==> src/rtl/adcbus_pkg.sv <==
package adcbus_pkg;

    typedef enum logic {
        MODE_RD_ONLY = 1'b0,
        MODE_WR_RD   = 1'b1
    } access_mode_e;

    typedef enum logic {
        ST_IDLE = 1'b0,
        ST_BUSY = 1'b1
    } conv_state_e;

    // bit positions of the strobes inside the synchroniser vector
    localparam int STB_WR  = 0;
    localparam int STB_RD  = 1;
    localparam int STB_CS  = 2;
    localparam int STB_NUM = 3;

    // which synchronised falling edge counts as a conversion start
    function automatic logic start_edge(input access_mode_e mode,
                                        input logic wr_fall,
                                        input logic rd_fall);
        return (mode == MODE_WR_RD) ? wr_fall : rd_fall;
    endfunction

endpackage

==> src/rtl/strobe_sync.sv <==
module strobe_sync #(
    parameter int N = 3
) (
    input  logic         clk,
    input  logic         rst,
    input  logic [N-1:0] raw,
    output logic [N-1:0] level,
    output logic [N-1:0] fall
);
    for (genvar g = 0; g < N; g++) begin : g_chain
        logic s1, s2, s3;
        always_ff @(posedge clk) begin
            if (rst) begin
                s1 <= 1'b1;
                s2 <= 1'b1;
                s3 <= 1'b1;
            end else begin
                s1 <= raw[g];
                s2 <= s1;
                s3 <= s2;
            end
        end
        assign level[g] = s2;
        assign fall[g]  = s3 & ~s2;
    end
endmodule

==> src/rtl/conv_engine.sv <==
module conv_engine
    import adcbus_pkg::*;
#(
    parameter int CONV_CYCLES = 20,
    parameter int DATA_W      = 8
) (
    input  logic              clk,
    input  logic              rst,
    input  logic              start,
    input  logic [DATA_W-1:0] code_in,
    input  logic              over_in,
    output logic              busy,
    output logic              done,
    output logic [DATA_W-1:0] code_q,
    output logic              over_q
);
    localparam int CW = $clog2(CONV_CYCLES + 1);
    localparam logic [CW-1:0] LOAD = CW'(CONV_CYCLES - 1);

    conv_state_e st;
    logic [CW-1:0] cnt;

    assign busy = (st == ST_BUSY);
    assign done = busy && (cnt == '0);

    always_ff @(posedge clk) begin
        if (rst) begin
            st     <= ST_IDLE;
            cnt    <= '0;
            code_q <= '0;
            over_q <= 1'b0;
        end else begin
            case (st)
                ST_IDLE: begin
                    if (start) begin
                        st  <= ST_BUSY;
                        cnt <= LOAD;
                    end
                end
                ST_BUSY: begin
                    if (cnt == '0) begin
                        st     <= ST_IDLE;
                        code_q <= code_in;
                        over_q <= over_in;
                    end else begin
                        cnt <= cnt - 1'b1;
                    end
                end
                default: st <= ST_IDLE;
            endcase
        end
    end


    code_at_end_chk: assert property (@(posedge clk) disable iff (rst)
        !$stable(code_q) |-> $past(done));


    no_restart_chk: assert property (@(posedge clk) disable iff (rst)
        (busy && cnt != '0) |=> busy);
endmodule

==> src/rtl/adc_bus_if.sv <==
module adc_bus_if
    import adcbus_pkg::*;
#(
    parameter int CONV_CYCLES = 20,
    parameter int DATA_W      = 8
) (
    input  logic              clk,
    input  logic              rst,
    input  logic              mode_wr_rd,
    input  logic              cs_n,
    input  logic              rd_n,
    input  logic              wr_rdy_in,
    input  logic [DATA_W-1:0] conv_code,
    input  logic              conv_over,
    output logic              hold,
    output logic              int_n,
    output logic              ovf_n,
    output logic              rdy_oe,
    output logic              rdy_o,
    output logic              data_oe,
    output logic [DATA_W-1:0] data_o
);
    access_mode_e mode;
    logic [STB_NUM-1:0] raw, lvl, fall;
    logic sel_q, start, read_ev, busy, done, over_q;

    assign mode = access_mode_e'(mode_wr_rd);
    assign raw[STB_WR] = wr_rdy_in;
    assign raw[STB_RD] = rd_n;
    assign raw[STB_CS] = cs_n;

    strobe_sync #(.N(STB_NUM)) u_sync (
        .clk   (clk),
        .rst   (rst),
        .raw   (raw),
        .level (lvl),
        .fall  (fall)
    );

    assign sel_q   = ~lvl[STB_CS];
    assign read_ev = sel_q && fall[STB_RD];
    assign start   = sel_q && start_edge(mode, fall[STB_WR], fall[STB_RD]);

    conv_engine #(.CONV_CYCLES(CONV_CYCLES), .DATA_W(DATA_W)) u_eng (
        .clk     (clk),
        .rst     (rst),
        .start   (start),
        .code_in (conv_code),
        .over_in (conv_over),
        .busy    (busy),
        .done    (done),
        .code_q  (data_o),
        .over_q  (over_q)
    );

    // interrupt flag: completion wins over a simultaneous read
    always_ff @(posedge clk) begin
        if (rst)          int_n <= 1'b1;
        else if (done)    int_n <= 1'b0;
        else if (read_ev) int_n <= 1'b1;
    end

    assign hold    = busy;
    assign ovf_n   = ~over_q;
    assign rdy_oe  = (mode == MODE_RD_ONLY) && busy;
    assign rdy_o   = 1'b0;
    assign data_oe = ~cs_n & ~rd_n;


    rdy_mode_chk: assert property (@(posedge clk) disable iff (rst)
        rdy_oe |-> (mode_wr_rd == 1'b0));


    int_fall_chk: assert property (@(posedge clk) disable iff (rst)
        $fell(int_n) |-> $fell(hold));


    start_cs_chk: assert property (@(posedge clk) disable iff (rst)
        $rose(hold) |-> $past(lvl[STB_CS]) == 1'b0);


    ovf_update_chk: assert property (@(posedge clk) disable iff (rst)
        !$stable(ovf_n) |-> $fell(hold));
endmodule

==> config.mk <==
export PLATFORM = sky130hd
export DESIGN_NAME = adc_bus_if
export DESIGN_NICKNAME = d
export VERILOG_FILES = /design/src/rtl/adcbus_pkg.sv /design/src/rtl/strobe_sync.sv /design/src/rtl/conv_engine.sv /design/src/rtl/adc_bus_if.sv
export SDC_FILE = /design/constraint.sdc
export NUM_CORES = 1
export LEC_CHECK = 0
export ABC_AREA = 1
export BUFFER_PORTS_ARGS = -buffer_cell sky130_fd_sc_hd__buf_2
export CAP_MARGIN = 20
export CORE_ASPECT_RATIO = 0.9
export CORE_MARGIN = 4
export CORE_UTILIZATION = 49
export DETAILED_ROUTE_END_ITERATION = 7
export PLACE_DENSITY = 0.75
export SLEW_MARGIN = 10
export SYNTH_ARGS = -nofsm -noshare
export SYNTH_HDL_FRONTEND = slang
export SYNTH_SLANG_ARGS = --single-unit
export TNS_END_PERCENT = 1
==> constraint.sdc <==
create_clock -name clk -period 1.39 [get_ports clk]
set_input_delay 0.0695 -clock clk [delete_from_list [all_inputs] [get_ports clk]]
set_output_delay 0.0695 -clock clk [all_outputs]
set_load 0.01 [all_outputs]
==> results of run 1 <==
==> stage by stage <==
stage / util, % / total power (uW) / instances
floorplan: - / 787 / 117
global placement: 59.7 / 823 / 169
detailed placement: 59.7 / 826 / 169
CTS: 64.0 / 1330 / 176
global route: 65.8 / 1380 / 178
finish: 65.8 / 1320 / 178
==> metal layers <==
metal | part of all wire (%) | wire, um | track usage, % | up-vias
met1 | 43 | 807 | 19.3 | 358
li1 | - | - | - | 438
met4 | 0.37 | 7 | 4.45 | 0
met5 | 0 | 0 | 0 | -
met2 | 48 | 903 | 24.4 | 32
met3 | 9.3 | 177 | 5.34 | 2
==> cells in the final DEF (no fill, tap or decap), types with 2 or more instances in the layout <==
master         count
a21oi_1           13
buf_2             27
buf_4              5
clkbuf_4           3
dfxtp_1           24
dlygate4sd3_1      3
inv_1             17
inv_2              3
nand2_1           13
nand3_1            6
nand3_2            2
nor2_1             9
o21ai_0            3
o21ai_2            7
or2_2              7
==> how the worst max path moves through the flow <==
stage | startpoint | end | slack, ns | depth (start not counted)
2_1_floorplan | u_eng.cnt[1]$_SDFFE_PP0P_ | u_eng.code_q[2]$_SDFFE_PP0P_ | 0.21 | 8
3_3_place_gp | u_eng.cnt[1]$_SDFFE_PP0P_ | u_eng.code_q[2]$_SDFFE_PP0P_ | 0.13 | 8
3_5_place_dp | u_eng.cnt[1]$_SDFFE_PP0P_ | u_eng.code_q[1]$_SDFFE_PP0P_ | 0.04 | 8
4_1_cts | u_eng.cnt[1]$_SDFFE_PP0P_ | u_eng.code_q[1]$_SDFFE_PP0P_ | 0.006 | 8
5_1_grt | u_eng.cnt[1]$_SDFFE_PP0P_ | u_eng.code_q[1]$_SDFFE_PP0P_ | 0.02 | 8
6_report | u_eng.cnt[0]$_SDFFE_PP0P_ | u_eng.cnt[0]$_SDFFE_PP0P_ | 0.15 | 8
==> power by group <==
group | leakage (uW) | switching [uW] | total, uW | internal [uW]
clock network | 0.0000279 | 204 | 495 | 292
logic | 0.000346 | 55.9 | 110 | 53.7
registers | 0.000195 | 7.28 | 713 | 705
total | 0.000570 | 267 | 1320 | 1050
==> worst max-delay path, delay by kind of cell (launching register included) <==
| kind | cells | cell delay (ns) |
|---|---|---|
| compound gates | 2 | 0.24 |
| simple gates | 3 | 0.25 |
| buf+inv | 2 | 0.12 |
| fa+ha+maj | 1 | 0.16 |
| flops | 1 | 0.37 |
==> cells by family (layout without fill, tap and decap cells) <==
kind of cell,after synthesis,after routing
AO/OA/AOI/OAI,25,25
XOR/XNOR,1,1
adder cells (fa/ha/maj),1,1
buffers and inverters,25,60
flip-flops,24,24
other,1,1
AND/OR/NAND/NOR,40,41
==> final cells by class <==
type                            instances  area, um^2
Clock buffer                            3        22.5
Clock inverter                          1        30.0
Fill cell                             157         656
Inverter                               20        75.1
Multi-Input combinational cell         69         405
Sequential cell                        24         480
Tap cell                               25        31.3
Timing Repair Buffer                   36         214
==> timing repair <==
item / CTS / global route
hold buffers: 3 / 0
setup endpoints to repair: 0 / 13
buffers inserted: 0 / 1
hold endpoints to repair: 3 / 0
gates resized for setup: 0 / 5
==> sequential cells by signal, summed over array words and instances (netlist names) <==
| register | cells |
|---|---|
| u_eng.code_q | 8 |
| u_sync.g_chain.s1 | 3 |
| int_n | 1 |
| u_sync.g_chain.s3 | 2 |
| u_eng.over_q | 1 |
| u_eng.cnt | 5 |
| u_sync.g_chain.s2 | 3 |
| u_eng.busy | 1 |
==> impl_metrics.env, run 1 <==
export IMPL_status="completed"
export IMPL_yosys_warnings=0
export IMPL_synth_compound_gate_area_share_pct=15.8
export IMPL_syn_to_final_growth_pct=28.5
export IMPL_max_cap_violations=0
export IMPL_crit_path_cell_trace="inv_2 -> ha_4 -> nand2_1 -> inv_2 -> nand3_4 -> nand2_1 -> o21ai_0 -> a21oi_1"
export IMPL_portBuffers=27
export IMPL_r2r_end="u_eng.cnt[0]$_SDFFE_PP0P_"
export IMPL_period_needed_ns=1.24
export IMPL_setup_viol=0
export IMPL_synthCells=117
export IMPL_synth_edff_count=0
export IMPL_hold_viol=0
export IMPL_drtAntennaViolNets=0
export IMPL_clk_pin_slew_ns=0.13
export IMPL_grt_use_total_pct=15.4
export IMPL_die_h_um=50.4
export IMPL_ys_flop_type="dfxtp_1"
export IMPL_drt_initial_drc_count=26
export IMPL_dr_pass1_iters=4
export IMPL_drive_above_1_share_pct=39.9
export IMPL_max_freq_ghz=0.806
export IMPL_synthMuxAreaShare_pct=0
export IMPL_wl_um=1900
export IMPL_finalCritPeriodShare_pct=89.2
export IMPL_ys_seq_area_share_pct=49.0
export IMPL_avgSynthCellArea_um2=8.37
export IMPL_synth_async_reset_ratio_pct=0
export IMPL_start_kind="register"
export IMPL_r2r_slack_ns=0.15
export IMPL_grt_pass1_vias=764
export IMPL_crit_path_top_delay_cell="dfxtp_1"
export IMPL_core_area_mm2=0.00191
export IMPL_hold_start="conv_code[6]"
export IMPL_netlist_cell_type_count=25
export IMPL_nets=170
export IMPL_fp_dieW_um=55.1
export IMPL_pin_count=29
export IMPL_clk_latency_ns=0.32
export IMPL_hold_end="u_eng.code_q[6]$_SDFFE_PP0P_"
export IMPL_dp_hpwl_um=1380
export IMPL_synth_nets=133
export IMPL_critPathMaxStageDelay_ns=0.37
export IMPL_rsz0062_at_grt="no"
export IMPL_vias=830
export IMPL_grt_pass1_wl_um=3130
export IMPL_h_tree_depth=1
export IMPL_final_area_mm2=0.00126
export IMPL_crit_fanout=5
export IMPL_yosys_top_cells_count="dfxtp_1, inv_1, a21oi_1, nand2_1, nor2_1"
export IMPL_synth_top_cell_area_share_pct=49.0
export IMPL_place_gp_congestion=0.779
export IMPL_via_per_inst=4.66
export IMPL_cts_root_buf="clkbuf_4"
export IMPL_start_util_pct=51.2
export IMPL_end_kind="register"
export IMPL_required_ns=1.61
export IMPL_synthXorXnorAreaFrac_pct=0.894
export IMPL_slew_viol_final=0
export IMPL_place_worst_setup_slack_ns=0.0400
export IMPL_p_leak_uw=0.000570
export IMPL_row_count=15
export IMPL_synth_fa_ha_area_share_pct=1.28
export IMPL_reg2regPathDepth=8
export IMPL_drc=0
export IMPL_antenna_found_initial=0
export IMPL_yosys_register_bits=24
export IMPL_hp_class="in -> reg"
export IMPL_synthesis_area_um2=980
export IMPL_cts_sinks=24
export IMPL_diodes=0
export IMPL_critPathArrivalTime_ns=1.46
export IMPL_holdPathStages=3
export IMPL_holdWs_ns=0.0117
export IMPL_critPathKind="reg -> reg"
export IMPL_ir_drop_mv=0.644
export IMPL_cts_tree="yes"
export IMPL_finClkSkew_ns=0.0107
export IMPL_place_area_mm2=0.00114
export IMPL_grt_max_degree=15
export IMPL_grt_remaining_overflow=0
export IMPL_yosys_area_top_type="dfxtp_1"
export IMPL_setup_tns_ns=0
export IMPL_dieArea_mm2=0.00278
export IMPL_worst_slack_ns=0.150
export IMPL_powerDensity_mw_per_mm2=1050
export IMPL_synth_area_leaders="dfxtp_1, inv_1, a21oi_1"
export IMPL_rr_startpoint="u_eng.cnt[0]$_SDFFE_PP0P_"
export IMPL_synth_top_family_by_area="simple AND/OR/NAND/NOR gates"
export IMPL_synth_most_common_cell="dfxtp_1"
export IMPL_numCtsBuffers=3
export IMPL_synth_simple_area_share_pct=20.7
export IMPL_wire_per_inst_um=10.6
export IMPL_cts_max_path_buffers=2
Power figures use the tool's default switching activity.
==> run 2, diff against run 1 <==
- clock period: 1.39 -> 1.29 ns (I/O delays scaled with it)
==> run 2 against run 1 <==
Net effect: the run now ends with hold timing left; sequential share of layout area decreased by 2.9 points; combinational power rose by 29%; die area did not move; largest cell class unchanged.
==> impl_metrics.env, run 2 (synthesis results as in run 1) <==
export IMPL_final_core_util_pct=71.5
export IMPL_antenna_found_initial=0
export IMPL_final_common_cell="buf_2"
export IMPL_pin_count=29
export IMPL_drtAntennaViolNets=0
export IMPL_totalPowerFinal_uw=1450
export IMPL_final_fill_count=144
export IMPL_largest_register="u_eng.code_q"
export IMPL_start_kind="register"
export IMPL_crit_path_cell_trace="inv_2 -> ha_4 -> nand2_2 -> inv_2 -> nand3_4 -> buf_6 -> nand3_2 -> nand2_2 -> a21oi_2"
export IMPL_h_tree_depth=1
export IMPL_wl_um=2170
export IMPL_top_regs="u_eng.code_q: 8 flops, u_eng.cnt: 5 flops"
export IMPL_place_area_mm2=0.00116
export IMPL_period_needed_ns=1.24
export IMPL_critPathArrivalTime_ns=1.50
export IMPL_drc=0
export IMPL_largest_register_ffs=8
export IMPL_start_util_pct=51.2
export IMPL_setup_viol=0
export IMPL_p_leak_uw=0.000615
export IMPL_powerDensity_mw_per_mm2=1060
export IMPL_critPathMaxStageDelay_ns=0.33
export IMPL_ir_drop_mv=1.19
export IMPL_hold_viol=1
export IMPL_grt_pass1_vias=792
export IMPL_drive_above_1_share_pct=45.3
export IMPL_dr_pass1_iters=4
export IMPL_cts_sinks=24
export IMPL_max_cap_violations=0
export IMPL_slew_viol_final=0
export IMPL_vias=868
export IMPL_grt_use_total_pct=16.3
export IMPL_required_ns=1.56
export IMPL_die_h_um=50.4
export IMPL_grt_max_degree=15
export IMPL_place_gp_congestion=0.850
export IMPL_clk_latency_ns=0.32
export IMPL_dieArea_mm2=0.00278
export IMPL_cts_max_path_buffers=2
export IMPL_core_area_mm2=0.00191
export IMPL_hp_class="in -> reg"
export IMPL_portBuffers=27
export IMPL_rsz0062_at_grt="yes"
export IMPL_numCtsBuffers=3
export IMPL_critPathKind="reg -> reg"
export IMPL_layout_common_cells="buf_2, dfxtp_1, inv_1, a21oi_1, nand2_1"
export IMPL_finalCritPeriodShare_pct=95.8
export IMPL_final_area_mm2=0.00137
export IMPL_crit_fanout=8
export IMPL_syn_to_final_growth_pct=39.7
export IMPL_row_count=15
export IMPL_dp_hpwl_um=1410
export IMPL_nets=178
export IMPL_cts_tree="yes"
export IMPL_max_freq_ghz=0.809
export IMPL_fp_dieW_um=55.1
export IMPL_worst_path_buf_inv=3
export IMPL_multiInputGateArea_um2=428
export IMPL_critPathTopFamily="flip-flops"
export IMPL_cts_root_buf="clkbuf_4"
export IMPL_violations="hold timing"
export IMPL_finClkSkew_ns=0.00550
export IMPL_grt_pass1_wl_um=3290
export IMPL_grt_remaining_overflow=0
export IMPL_area_sequential_um2=483
export IMPL_diodes=0
export IMPL_via_per_inst=4.67
export IMPL_clk_pin_slew_ns=0.13
export IMPL_wire_per_inst_um=11.7
export IMPL_status="finished with violations"
export IMPL_drt_initial_drc_count=16
export IMPL_crit_path_top_delay_cell="dfxtp_1"
export IMPL_end_kind="register"
export IMPL_holdWs_ns=-0.00147
==> run 2: worst paths after layout <==
| kind | slack [ns] | endpoint | from | cells after the start |
|---|---|---|---|---|
| worst max-delay path | 0.05 | u_eng.cnt[1]$_SDFFE_PP0P_ | u_eng.cnt[1]$_SDFFE_PP0P_ | 9 |
| worst min-delay path | -0.001 | u_eng.code_q[1]$_SDFFE_PP0P_ | conv_code[1] | 3 |
| worst max register to register | 0.05 | u_eng.cnt[1]$_SDFFE_PP0P_ | u_eng.cnt[1]$_SDFFE_PP0P_ | 9 |
| worst min register to register | 0.42 | u_sync.g_chain[1].s2$_SDFF_PP1_ | u_sync.g_chain[1].s1$_SDFF_PP1_ | 1 |
==> run 2: what timing repair did <==
item / in CTS / in global routing
setup endpoints to repair: 1 / 14
pin swaps: 0 / 1
setup buffers: 0 / 4
hold buffers: 7 / 0
endpoints found under the hold margin: 7 / 0
gates resized for setup: 5 / 12
==> run 2: power by group <==
group	internal (uW)	switching, uW
logic	73.2	68.8
registers	760	8.12
clock network	315	226
==> run 2: area by class of cell <==
class                   count  share of cell area (%)
clock buffers               3                    1.65
clock inverters             1                    2.19
inverters                  20                    5.48
multi-input cells          68                    31.3
flip-flops and latches     24                    35.3
well taps                  25                    2.29
repair buffers             45                    21.8
==> run 2: per-layer routing <==
metal	GRT usage, %	part of all wire (%)	up-vias
met1	20.2	42	381
met4	4.45	2.8	0
met3	6.23	6.1	6
li1	-	-	453
met2	26.0	49	28
met5	0	0	-
==> run 2: worst min-delay path, cell delays in order <==
cell and delay [ns]:
buf_2 0.09, o21ai_2 0.05, a21oi_1 0.09
==> run 2: stage by stage <==
stage	setup TNS (ns)	hold slack [ns]	std cells	setup WS, ns
6_report	0	-0.00147	186	0.0537
5_1_grt	-0.0187	0.00274	186	-0.0158
4_1_cts	0	0.00275	182	0.000261
3_5_place_dp	0	0.249	171	0.00583
3_3_place_gp	0	0.248	171	0.0605
2_1_floorplan	0	0.168	117	0.105
